### src/rtl/tmr_evt_router.sv
module tmr_evt_router #(
  parameter int DW = 32
) (
  input  logic          clk,
  input  logic          rst_n,
  input  logic [1:0]    evt_tmo,
  input  logic [1:0]    evt_cap,
  input  logic [1:0]    evt_mat,
  input  logic [1:0]    dma_done,
  input  logic          reg_valid,
  input  logic          reg_wr,
  input  logic [1:0]    reg_addr,
  input  logic [DW-1:0] reg_wdata,
  output logic [DW-1:0] reg_rdata,
  output logic [1:0]    dma_req,
  output logic          adc_trig
);
  localparam int NEV = 6;
  localparam int NST = NEV + 2;

  logic [1:0]     trig_en;
  logic [NEV-1:0] dma_mask;
  logic [NEV-1:0] adc_mask;
  logic [NST-1:0] raw;
  logic [NST-1:0] rd_mux;

  wire [NEV-1:0] ev = {evt_mat[1], evt_cap[1], evt_tmo[1],
                       evt_mat[0], evt_cap[0], evt_tmo[0]};
  wire           wr_hit  = reg_valid & reg_wr;
  wire           rd_hit  = reg_valid & ~reg_wr;
  wire [NST-1:0] clr     = (wr_hit && reg_addr == 2'd3) ? reg_wdata[NST-1:0] : '0;
  wire [NEV-1:0] dma_hit = ev & dma_mask;
  wire [NEV-1:0] adc_hit = ev & adc_mask & {{3{trig_en[1]}}, {3{trig_en[0]}}};

  always_comb begin
    case (reg_addr)
      2'd0:    rd_mux = {{(NST-2){1'b0}}, trig_en};
      2'd1:    rd_mux = {2'b00, dma_mask};
      2'd2:    rd_mux = {2'b00, adc_mask};
      default: rd_mux = raw;
    endcase
  end

  always_ff @(posedge clk) begin
    if (!rst_n) begin
      trig_en   <= '0;
      dma_mask  <= '0;
      adc_mask  <= '0;
      raw       <= '0;
      dma_req   <= '0;
      adc_trig  <= 1'b0;
      reg_rdata <= '0;
    end else begin
      if (wr_hit) begin
        case (reg_addr)
          2'd0:    trig_en  <= reg_wdata[1:0];
          2'd1:    dma_mask <= reg_wdata[NEV-1:0];
          2'd2:    adc_mask <= reg_wdata[NEV-1:0];
          default: ;
        endcase
      end
      raw      <= (raw & ~clr) | {dma_done, ev};
      dma_req  <= {|dma_hit[5:3], |dma_hit[2:0]};
      adc_trig <= |adc_hit;
      if (rd_hit) reg_rdata <= {{(DW-NST){1'b0}}, rd_mux};
    end
  end

  AST_DMA_A_CAUSE: assert property (@(posedge clk) disable iff (!rst_n)
    dma_req[0] |-> $past(|ev[2:0]));
  AST_DMA_B_RAW: assert property (@(posedge clk) disable iff (!rst_n)
    dma_req[1] |-> |raw[5:3]);
  AST_ADC_GATED: assert property (@(posedge clk) disable iff (!rst_n)
    adc_trig |-> $past(|trig_en));
  AST_DONE_A_SETS: assert property (@(posedge clk) disable iff (!rst_n)
    $past(dma_done[0]) |-> raw[6]);
  AST_SET_WINS: assert property (@(posedge clk) disable iff (!rst_n)
    $past(evt_tmo[0]) |-> raw[0]);
endmodule

### config.mk
export PLATFORM = sky130hd
export DESIGN_NAME = tmr_evt_router
export DESIGN_NICKNAME = d
export VERILOG_FILES = /design/src/rtl/tmr_evt_router.sv
export SDC_FILE = /design/constraint.sdc
export NUM_CORES = 1
export LEC_CHECK = 0
export ABC_AREA = 0
export ABC_CLOCK_PERIOD_IN_PS = 1200
export BUFFER_PORTS_ARGS = -buffer_cell sky130_fd_sc_hd__buf_2
export CAP_MARGIN = 20
export CORE_UTILIZATION = 45
export CTS_CLUSTER_DIAMETER = 200
export DETAILED_ROUTE_END_ITERATION = 8
export PLACE_DENSITY = 0.79
export RECOVER_POWER = 25
export SLEW_MARGIN = 20
export SYNTH_ARGS = -nofsm -noshare
export SYNTH_HDL_FRONTEND = slang
export SYNTH_SLANG_ARGS = --single-unit
### constraint.sdc
create_clock -name clk -period 1.2 [get_ports clk]
set_input_delay 0.24 -clock clk [delete_from_list [all_inputs] [get_ports clk]]
set_output_delay 0.24 -clock clk [all_outputs]
set_load 0.01 [all_outputs]
==> results of run 1 <==
how the worst max path moves through the flow:
stage	endpoint	slack, ns	depth (start not counted)
2_1_floorplan	reg_rdata[2]	0.18	4
3_3_place_gp	reg_rdata[5]	-0.12	5
3_5_place_dp	reg_rdata[5]	-0.15	5
4_1_cts	reg_rdata[1]	0.09	3
5_1_grt	reg_rdata[3]	0.07	3
6_report	reg_rdata[1]	0.1	3
sequential cells by signal (all words and copies together) (netlist names):
name	flops
raw	8
reg_rdata	8
adc_mask	6
dma_mask	6
dma_req	2
trig_en	2
adc_trig	1
metrics by stage:
stage	hold slack, ns	total power [W]	setup slack, ns
after floorplan	0.341	0.00141	0.177
after global placement	0.432	0.00146	-0.116
after detailed placement	0.434	0.00146	-0.148
after CTS	0.0634	0.00217	0.0925
after global routing	0.0668	0.00226	0.0655
final	0.0777	0.00214	0.0999
power by group:
group          switching [W]  total [W]  internal, W
Clock               0.000371   0.000711     0.000339
Combinational       0.000160   0.000275     0.000115
Sequential         0.0000225    0.00116      0.00114
Total               0.000553    0.00214      0.00159
metal layers:
metal	vias to the layer above	track usage, %
li1	636	-
met1	568	21.4
met2	43	27.0
met3	6	5.04
met4	0	9.52
met5	-	0
synthesized netlist by cell type:
cell / instances / area (um2)
buf_4: 26 / 195
mux2i_1: 8 / 80.1
mux4_1: 1 / 26.3
nand4b_2: 1 / 15.0
mux2_2: 1 / 11.3
clkbuf_1: 2 / 7.51
o21ai_1: 6 / 30.0
conb_1: 1 / 3.75
a31oi_1: 8 / 50.1
a221oi_1: 1 / 8.76
a221oi_2: 3 / 45.0
nand3_1: 6 / 30.0
nand4_1: 2 / 12.5
and2b_1: 2 / 15.0
dfxtp_1: 33 / 661
clkbuf_2: 1 / 5.00
mux4_2: 1 / 22.5
mux2_4: 3 / 45.0
nor3_1: 1 / 5.00
a21boi_0: 4 / 30.0
nor2_2: 1 / 6.26
o22ai_1: 1 / 6.26
buf_2: 2 / 10.0
nor2b_1: 8 / 50.1
inv_1: 8 / 30.0
nand2_1: 16 / 60.1
nand2b_1: 1 / 6.26
nand4b_1: 1 / 8.76
a222oi_1: 4 / 40.0
o21ai_0: 12 / 60.1
nor2_1: 4 / 15.0
buf_6: 1 / 11.3
layout make-up:
| type | count | area share (%) |
|---|---|---|
| repair buffers | 45 | 13.4 |
| inverters | 8 | 1.64 |
| clock inverters | 1 | 0.273 |
| multi-input cells | 120 | 41.9 |
| clock buffers | 7 | 3.55 |
| flip-flops and latches | 33 | 36.1 |
| well taps | 46 | 3.14 |
logic make-up after synthesis:
family / count (synthesis) / synth area share, %
and+or+nand+nor: 43 / 14.0
buffers and inverters: 40 / 16.2
AOI/OAI and AO/OA: 39 / 16.9
DFF: 33 / 41.2
muxes: 14 / 11.6
other: 1 / 0.234
critical path: stages, from the launching register on:
cell	delay, ns
dfxtp_1	0.34
mux4_1	0.51
nand2_1	0.08
a21boi_0	0.06
==> results.md, run 1 <==
- For this design the ratio of total power to cell area is about 1200 nW/um2.
- The hold violation count in the final report is 0.
- The most common library cell in the layout ignoring fill and taps is dfxtp_1.
- The worst path required time is about 1.4 ns.
- Fill cells in the final layout number between 300 and 400.
- The number of nets with antenna violations after routing is 0.
- In the detailed route, the total length drawn on met2 is 1.43 mm.
- The yosys synthesis warning count is 0.
- The per-cell routed wire length is about 12 um.
- The number of max-cap violations is 0.
- The area growth from synthesis to final layout is 14.2%.
- The estimated wirelength of the detail-placed design is approximately 2.2 mm.
- The overall die height is between 60 and 70 um.
- Setup repair after global routing left no endpoint under its margin.
- The final net count is approximately 260.
- The post-CTS setup repair buffer count is 0.
- The initial antenna violation count is 0.
- The shortest clock period the worst path allows after layout is 1.10 ns.
- IR analysis of the VDD net gives a maximum drop of just over 0.4 mV.
- The root buffer cell chosen for the clock tree is clkbuf_4.
- The clock tree from TritonCTS is yes.
- The peak clock frequency supported by timing is about 0.9 GHz.
- The origin of the worst setup path is adc_mask[1].
- After floorplanning, the core was sized to cover 3360 um2.
- The number of cells on the worst reg-to-reg path is 3.
- In this run, synthesis produced a sequential element count of 33.
- After detailed routing, the number of remaining DRC violations is 0.
- The worst hold path begins at reg_wdata[6].
- In this run the worst hold path is classified as in2reg.
- The setup path with the least slack is of type reg2reg.
- The number of pins with negative max-slew slack in the final report is 0.
- The initial core utilization is 47.7%.
- No sink is reached through more buffers than the 2 on the longest clock path.
- The global-route usage over all layers is approximately 17%.
- The flow ran to the end, and the final reports show no timing, DRC or antenna violations.
- The clock-pin slew of the registers on the worst-case setup and hold paths is 0.10 ns.
- The number of standard cells in the layout, taps in and fillers out is 260.
- The via count of the first global-routing pass is approximately 1100.
- The share of the Yosys chip area taken by registers is around two fifths.
- The maximum clock skew at final layout is 0.00660 ns.
- The average vias per placed instance is approximately 4.8.
- The arrival time at the worst endpoint is between 1 and 1.5 ns.
- The static leakage is 0.870 nW.
- The post-route netlist has roughly 27% of its cells at a drive strength greater than 1.
- In this run the register-to-register setup slack is approximately 0.1 ns.
- The floorplan has 21 rows.
- The post-route setup TNS is 0 ns.
- The leftover overflow at the end of global routing is 0.
- The detailed router put a total of approximately 1.4 mm of wire on met1.
- Synthesis handed over a netlist of between 150 and 200 instances.
- CTS saw 33 sinks.
- Counting tap cells, the placed design contains a total of 252 instances.
- At the later pin of the worst-skew pair, clock insertion delay measures between 0.3 and 0.4 ns.
- The reg-to-reg startpoint is adc_mask[1].
- Routability-driven placement finished with a final weighted congestion of 0.829.
- The antenna cell count is 0.
- The area used by sequential logic in the layout is ~660 um2.
- For this block, the initial DRC count from the detailed router was ~70.
- In the layout the commonest cells are dfxtp_1 (33), buf_2 (31), conb_1 (24).
- The die area is approximately 3800 um2.
- The clock buffer count from CTS is 5.
- The area of the multi-input gates is 767 um2.
- Of all nets on the critical path, the largest fanout is 3.
- The I/O pin count is a little over 80.
- The destination of the worst register-to-register timing path is reg_rdata[1].
- The number of gates given a new drive strength after cts is 0.
- In this run the tool buffered the top-level ports with 32 buffer cells.
- STA classifies the critical path endpoint as a flop.
- The post-detailed-routing wire length is around 3.0 mm.
- The summed area of non-filler cells in the final layout is approximately 1800 um2.
- Yosys mapped the design onto 32 distinct sky130hd cell types.
- The maximum number of pins on one net before global-route repair is 17.
- The worst setup path is launched from a flop.
- The number of instances on the worst hold path is 2.
- The placed instances occupy a cell area of roughly 1800 um2.
- For hold timing, the worst endpoint is raw[6].
- The total setup violations reported at the end of the flow is 0.
- The first TritonRoute pass finished after 5 iterations.
- Summed over all nets, wire length on met3 after detailed routing comes to about 150 um.
- From left edge to right edge, the die measures 61.7 um.
- Buffers inserted to repair hold after CTS numbered 0.
- Summing every instance area after synthesis gives around 1600 um2.
- The detailed router used layers up to and including met4.
- The post-route core utilization is between 50% and 60%.
- The part of the cycle the worst path needs is between 90% and 100%.
- The H-tree was split into 2 levels.
- The first-pass GRT wire length is around 4.6 mm.
- The number of vias after detailed routing is 1253.
- After synthesis, the mean cell area works out to 9.43 um2.
(Power assumes the default switching activity.)
==> inputs of run 2 (changes only) <==
--- a/config.mk
+++ b/config.mk
@@ -14,6 +14,7 @@
 export DETAILED_ROUTE_END_ITERATION = 8
 export PLACE_DENSITY = 0.79
 export RECOVER_POWER = 25
+export SETUP_SLACK_MARGIN = 0.5
 export SLEW_MARGIN = 20
 export SYNTH_ARGS = -nofsm -noshare
 export SYNTH_HDL_FRONTEND = slang
==> constraint.sdc (replaced) <==
create_clock -name clk -period 1.2 [get_ports clk]
set_input_delay 0.24 -clock clk [delete_from_list [all_inputs] [get_ports clk]]
set_output_delay 0.24 -clock clk [all_outputs]
set_load 0.1 [all_outputs]
==> run 2 against run 1 <==
Effect of this change:
- register-to-register slack better by 0.05 ns
- critical endpoint is now reg_rdata[5]
- worst hold slack worse by 0.012 ns
- die area unchanged
==> results.md, run 2 (same netlist as run 1, synthesis figures left out) <==
- The final net count is 267.
- The number of hold buffers added after CTS was 0.
- The initial antenna violation count is 0.
- The most common library cell in the layout ignoring fill and taps is conb_1.
- The die covers around 3800 um2.
- Across the VDD grid, the largest voltage drop is about 0.58 mV.
- The total setup violations reported at the end of the flow is 0.
- The maximum clock path buffer count is 2.
- The actual slew at the worst max-slew pin is ~0.71 ns.
- During I/O placement, the number of pins put on the boundary was between 80 and 90.
- In the final routed layout, each cell accounts on average for 14.1 um.
- The completed layout was analyzed and its total power is 0.00251 W.
- The later pin in the worst-skew pair is clocked with a latency of 0.35 ns.
- The via count of the first global-routing pass is 1213.
- The kind of cell with the highest combined delay on the critical path is flip-flops.
- The highest cell delay on the worst timing path is 0.37 ns.
- Buffers inserted during clock tree synthesis total 5.
- The pre-antenna-repair detailed-routing pass consisted of 4 iterations.
- Along the worst path, the maximum fanout reaches 2.
- The internal portion of the total power is 0.00154 W.
- In this run switching power makes up between 30% and 40% of total power.
- The area growth from synthesis to final layout is 38.8%.
- The total power density per cell area is between 1000 and 1500 nW/um2.
- The worst setup path is captured at a primary output.
- On the final layout, the worst clock skew is 0.00518 ns.
- After detailed routing, the number of vias per cell comes to between 5 and 6.
- The signal on the critical path passes through buf_12.
- In this run the power spent charging and discharging nets is between 0.0009 and 0.001 W.
- After legalization and detailed placement, the total HPWL measured between 2 and 2.5 mm.
- The DRC violation count after routing is 0.
- In this run the horizontal extent of the chip is 61.7 um.
- The total area inside the core boundary comes to around 3400 um2.
- The routed wire length on met3 is ~230 um.
- The part of the cycle the worst path needs is between 90% and 100%.
- The clock-pin slew of the registers on the worst-case setup and hold paths is ~0.1 ns.
- Setup repair after global routing could not meet its margin everywhere.
- TritonCTS built the clock tree.
- The fraction of final layout cells sized beyond drive strength 1 is a little under half.
- Together, buffers and inverters on the worst path number 1.
- The count of nets left with antenna violations once routing finished came out at 0.
- The kind of critical path is reg2out.
- Once layout is complete, the cells apart from fillers number between 200 and 300.
- The detailed router put a total of approximately 1.6 mm of wire on met1.
- The clock network power share is between 20 and 25%.
- In this run, the number of DRC markers left after iteration 0 of detailed routing was 85.
- The headroom to the max-slew limit is between 50% and 60%.
- The number of pins with negative max-slew slack in the final report is 0.
- The shortest clock period the worst path allows after layout is around 1.1 ns.
- After detailed routing, the total wire length is 3.77 mm.
- The peak clock frequency supported by timing is 0.886 GHz.
- The hold violation count in the final report is 0.
- The maximum number of pins on one net before global-route repair is 22.
- The global-route usage over all layers is ~20%.
- 0 antenna diodes ended up in the layout.
- The flow ran to the end, and the final reports show no timing, DRC or antenna violations.
- The tree is rooted in a clkbuf_4.
- The weighted congestion at the end of routability-driven global placement is ~0.81.
- The first-pass GRT wire length is 5.49 mm.
- The worst setup path is launched from a flop.
- The tree built by TritonCTS fans out to 33 sinks.
- Final hold analysis gives a worst-case slack of roughly 0.065 ns.
- The worst path required time is 0.96 ns.
- The total instance count after detailed placement is about 250.
- The initial core utilization is a little under half.
- The overall die height is just over 60 um.
- In the final layout, the registers with the most flip-flops are raw x8, reg_rdata x8.
- The port buffer count is 32.
- The H-tree was split into 2 levels.
- Summed over all layers, the global routing overflow is 0.
- The cell with the largest stage delay on the worst path is dfxtp_4.
- The count of standard-cell rows is 21.
- The uppermost signal routing layer after detailed routing is met4.
- Summed over all nets, wire length on met2 after detailed routing comes to 1.88 mm.
- The path category of the worst min-delay check is in2reg.
- The share of total power in combinational logic is 29.8%.
- The routed layout has 1376 vias.
- The arrival time at the worst endpoint is approximately 0.89 ns.
- Max-cap violations in this run came to 0.
- For this design the static power due to leakage is approximately 0.99 nW.
- Leaving out fill and tap cells, the most frequent cells in the layout are conb_1 (24), buf_2 (18), nand2_1 (14).
- Per report_power, the sequential group accounts for between 40% and 50% of the total.
## run 2: layout make-up
class	count	area [um2]
Clock buffer	8	48.8
Sequential cell	33	717
Tap cell	46	57.6
Fill cell	268	1140
Timing Repair Buffer	53	546
Inverter	8	30.0
Multi-Input combinational cell	120	826
## run 2: routing by layer
metal	GRT usage [%]	vias to the layer above
li1	-	654
met1	24.7	646
met2	34.6	66
met3	6.30	10
met4	6.98	0
met5	0	-
## run 2: final timing paths
check                                  start  slack [ns]  cells after the start            to
worst max-delay path            reg_rdata[5]        0.07                      1  reg_rdata[5]
worst min-delay path            reg_wdata[7]        0.07                      2        raw[7]
worst max register to register   dma_mask[3]        0.15                      3  reg_rdata[3]
worst min register to register   dma_mask[3]        0.48                      2   dma_mask[3]
## run 2: power groups by stage
stage	Clock (W)	Combinational, W	Sequential (W)
finish	0.000610	0.000746	0.00115
global route	0.000662	0.000781	0.00115
CTS	0.000615	0.000731	0.00115
detailed placement	0	0.000695	0.00118
global placement	0	0.000687	0.00117
floorplan	0	0.000540	0.00125
## run 2: through the flow
step                      setup TNS (ns)  util [%]  worst slack [ns]  area, um2
after global routing                   0      66.1            0.0234       2220
final                                  0      66.1            0.0716       2220
after detailed placement          -0.457      59.2            -0.115       1990
after global placement            -0.198      59.2           -0.0933       1990
after floorplan                        0         -             0.196       1790
after CTS                              0      65.0            0.0663       2190
## run 2: what timing repair did
| action | 4_1_cts | 5_1_grt |
|---|---|---|
| pin swaps | 2 | 5 |
| setup endpoints to repair | 42 | 39 |
| gates cloned | 1 | 0 |
| buffers inserted | 8 | 3 |
| resized for setup | 21 | 19 |
==> inputs of run 3 (changes only) <==
--- a/config.mk
+++ b/config.mk
@@ -14,7 +14,7 @@
 export DETAILED_ROUTE_END_ITERATION = 8
 export PLACE_DENSITY = 0.79
 export RECOVER_POWER = 25
-export SETUP_SLACK_MARGIN = 0.5
+export SETUP_SLACK_MARGIN = 0.2
 export SLEW_MARGIN = 20
 export SYNTH_ARGS = -nofsm -noshare
 export SYNTH_HDL_FRONTEND = slang
==> run 3 against run 2 <==
Effect of this change:
- worst hold slack about the same
- count of clock-buffer cells in the layout decreased by 2
- cell count decreased by 2.6%
- utilization decreased by 6.0 points
- setup slack improved by 0.0082 ns
- maximum frequency increased by 0.73%
- routed wire length decreased by 18%
- sequential power about the same
- first-iteration DRC count decreased by 34%
- combinational power decreased by 7.6%
- total power decreased by 2.1%
- critical endpoint unchanged
==> results.md, run 3 (same netlist as run 1, synthesis figures left out) <==
- The origin of the worst setup path is reg_rdata[5].
- The total power density per cell area is roughly 1200 nW/um2.
- The first-iteration detailed-routing DRC count is between 50 and 60.
- The repair_antennas step left the layout with diodes totalling 0.
- Counting every sink on the clock net gives 33.
- The initial antenna violation count came to 0.
- The clock buffer count from CTS is 5.
- The critical path is of the reg2out type.
- On the critical path the largest part of the delay comes from flip-flops.
- TritonCTS built the clock tree.
- Of the cells placed in the final design, the portion with a size suffix greater than 1 is 37.7%.
- The peak supply drop is roughly 0.63 mV.
- The number of levels in the clock H-tree is 2.
- The final layout contains routed wiring with a total length of 3.08 mm.
- The largest single stage delay on the critical path is 0.37 ns.
- The hold violation count in the final report is 0.
- The average vias per placed instance is slightly below 5.
- Traced cell by cell, the critical path runs through buf_12.
- The capturing instance or port of the critical path is reg_rdata[5].
- From bottom edge to top edge, the die measures ~60 um.
- The area growth from synthesis to layout is 26.2%.
- Together, buffers and inverters on the worst path number 1.
- The worst hold path belongs to the class in2reg.
- The endpoint identified for the worst register-to-register timing path is reg_rdata[0].
- The worst register-to-register path begins at raw[0].
- The part of the cycle the worst path needs is between 90 and 100%.
- For the worst setup path, the data required time is approximately 0.96 ns.
- The type of origin of the critical path is a flop.
- The peak clock frequency supported by timing is ~0.89 GHz.
- The initial core utilization is 47.7%.
- In this run the count of I/O pins placed on the die edge is around 80.
- In this run the static leakage power is roughly 0.9 nW.
- The die area is ~3800 um2.
- The total stage count of the critical path is 1.
- The maximum clock skew at final layout is 0.00458 ns.
- Setup repair after global routing could not meet its margin everywhere.
- The run finished with clean final reports.
- In the final design database the tool counted between 200 and 300 nets.
- The via count of the first global-routing pass is between 1000 and 1500.
- The DRC violation count after routing is 0.
- The overall power is between 0.002 and 0.0025 W.
- The count of nets left with antenna violations once routing finished came out at 0.
- The clock root buffer master is clkbuf_4.
- The largest registers in the layout are raw x8, reg_rdata x8.
- The number of vias after detailed routing is approximately 1300.
- Leaving out fill and tap cells, the most frequent cells in the layout are conb_1 (24), dfxtp_2 (22), buf_2 (19).
- The first-pass GRT wire length is roughly 5.2 mm.
- The leftover overflow at the end of global routing is 0.
- The clock-pin slew of the registers on the worst-case setup and hold paths is 0.10 ns.
- The post-route setup TNS is 0 ns.
- For this run, the detailed router's first-pass iteration total came to 5.
- After floorplanning, the core was divided into 21 placement rows.
- Routability-driven placement finished with a final weighted congestion of 0.895.
- The slowest stage of the critical path belongs to the cell dfxtp_2.
- Subtracting the final worst setup slack from the clock period gives between 1 and 1.5 ns.
- Global routing used 19.2% of the available tracks across all layers.
- The library cell used most frequently in the layout, excluding fill and tap cells, is conb_1.
- The reg-to-reg setup timing slack is ~0.17 ns.
- The total core area is around 3400 um2.
- The maximum clock path buffer count is 2.
- The die is 61.7 um wide.
- In the final routed layout, each cell accounts on average for 11.8 um.
- The count of buffers added on input and output ports is 32.
- Measured in cells, the most critical reg-to-reg path has a length of 3.
- The wire-length estimate of the detail-placed layout is around 2.2 mm.
- The tool flagged a number of max-cap violations equal to 0.
- Across all hold checks on the routed design, the worst slack comes to 0.0656 ns.
- The clock latency on the worst-skew pair is around 0.34 ns.
- The largest fanout of any net on the critical path is 2.
- The total setup violations reported at the end of the flow is 0.
- The number of pins with negative max-slew slack in the final report was 0.
- Data on the critical path arrives at its endpoint at between 0.8 and 0.9 ns.
- The startpoint identified for the worst hold timing path is reg_wdata[7].
- The worst setup path is captured at a primary output.
- The maximum number of pins on one net before global-route repair is 29.
-- run 3: cell types whose count changed in the layout (fill, tap and decap cells not counted), sizes merged --
cell	before	now
clkbuf	10	12
clkinv	0	2
buf	51	40
-- run 3: repair_timing --
item / in CTS / in global routing
pin swaps: 4 / 0
setup buffers: 2 / 1
gates resized for setup: 12 / 2
endpoints found under the setup margin: 15 / 17
hold buffers: 0 / 0
-- run 3: cell type report --
cell class / count / area (um2)
inverter: 8 / 30.0
multi-input combinational: 120 / 769
clock buffer: 6 / 41.3
tap: 46 / 57.6
clock inverter: 2 / 10.0
sequential: 33 / 688
fill: 306 / 1340
timing repair buffer: 46 / 427
-- run 3: stage by stage --
step                      instance area (um2)  setup WS [ns]  utilization [%]  cells
after floorplan                          1710          0.174                -    193
after global placement                   1960        -0.0248             58.2    250
after detailed placement                 1960        -0.0324             58.2    250
after CTS                                2030         0.0612             60.4    260
after global routing                     2020         0.0423             60.2    261
final                                    2020         0.0798             60.2    261
-- run 3: how the worst min path moves through the flow --
stage	slack [ns]	to	cells past startpoint
CTS	0.05	raw[7]	2
floorplan	0.34	raw[0]	1
finish	0.07	raw[7]	2
global route	0.05	raw[7]	2
global placement	0.43	raw[6]	2
detailed placement	0.43	raw[7]	2
-- run 3: per-layer routing --
layer,global-route usage [%],up-vias,part of all wire (%)
li1,-,636,-
met1,25.0,585,46
met2,28.9,58,46
met3,6.72,4,6.4
met4,7.94,0,1.8
met5,0,-,0
-- run 3: power by group --
part,total (W),internal [W],switching [W]
logic,0.000689,0.000155,0.000534
clock network,0.000595,0.000223,0.000372
registers,0.00117,0.00114,0.0000294
total,0.00245,0.00152,0.000936
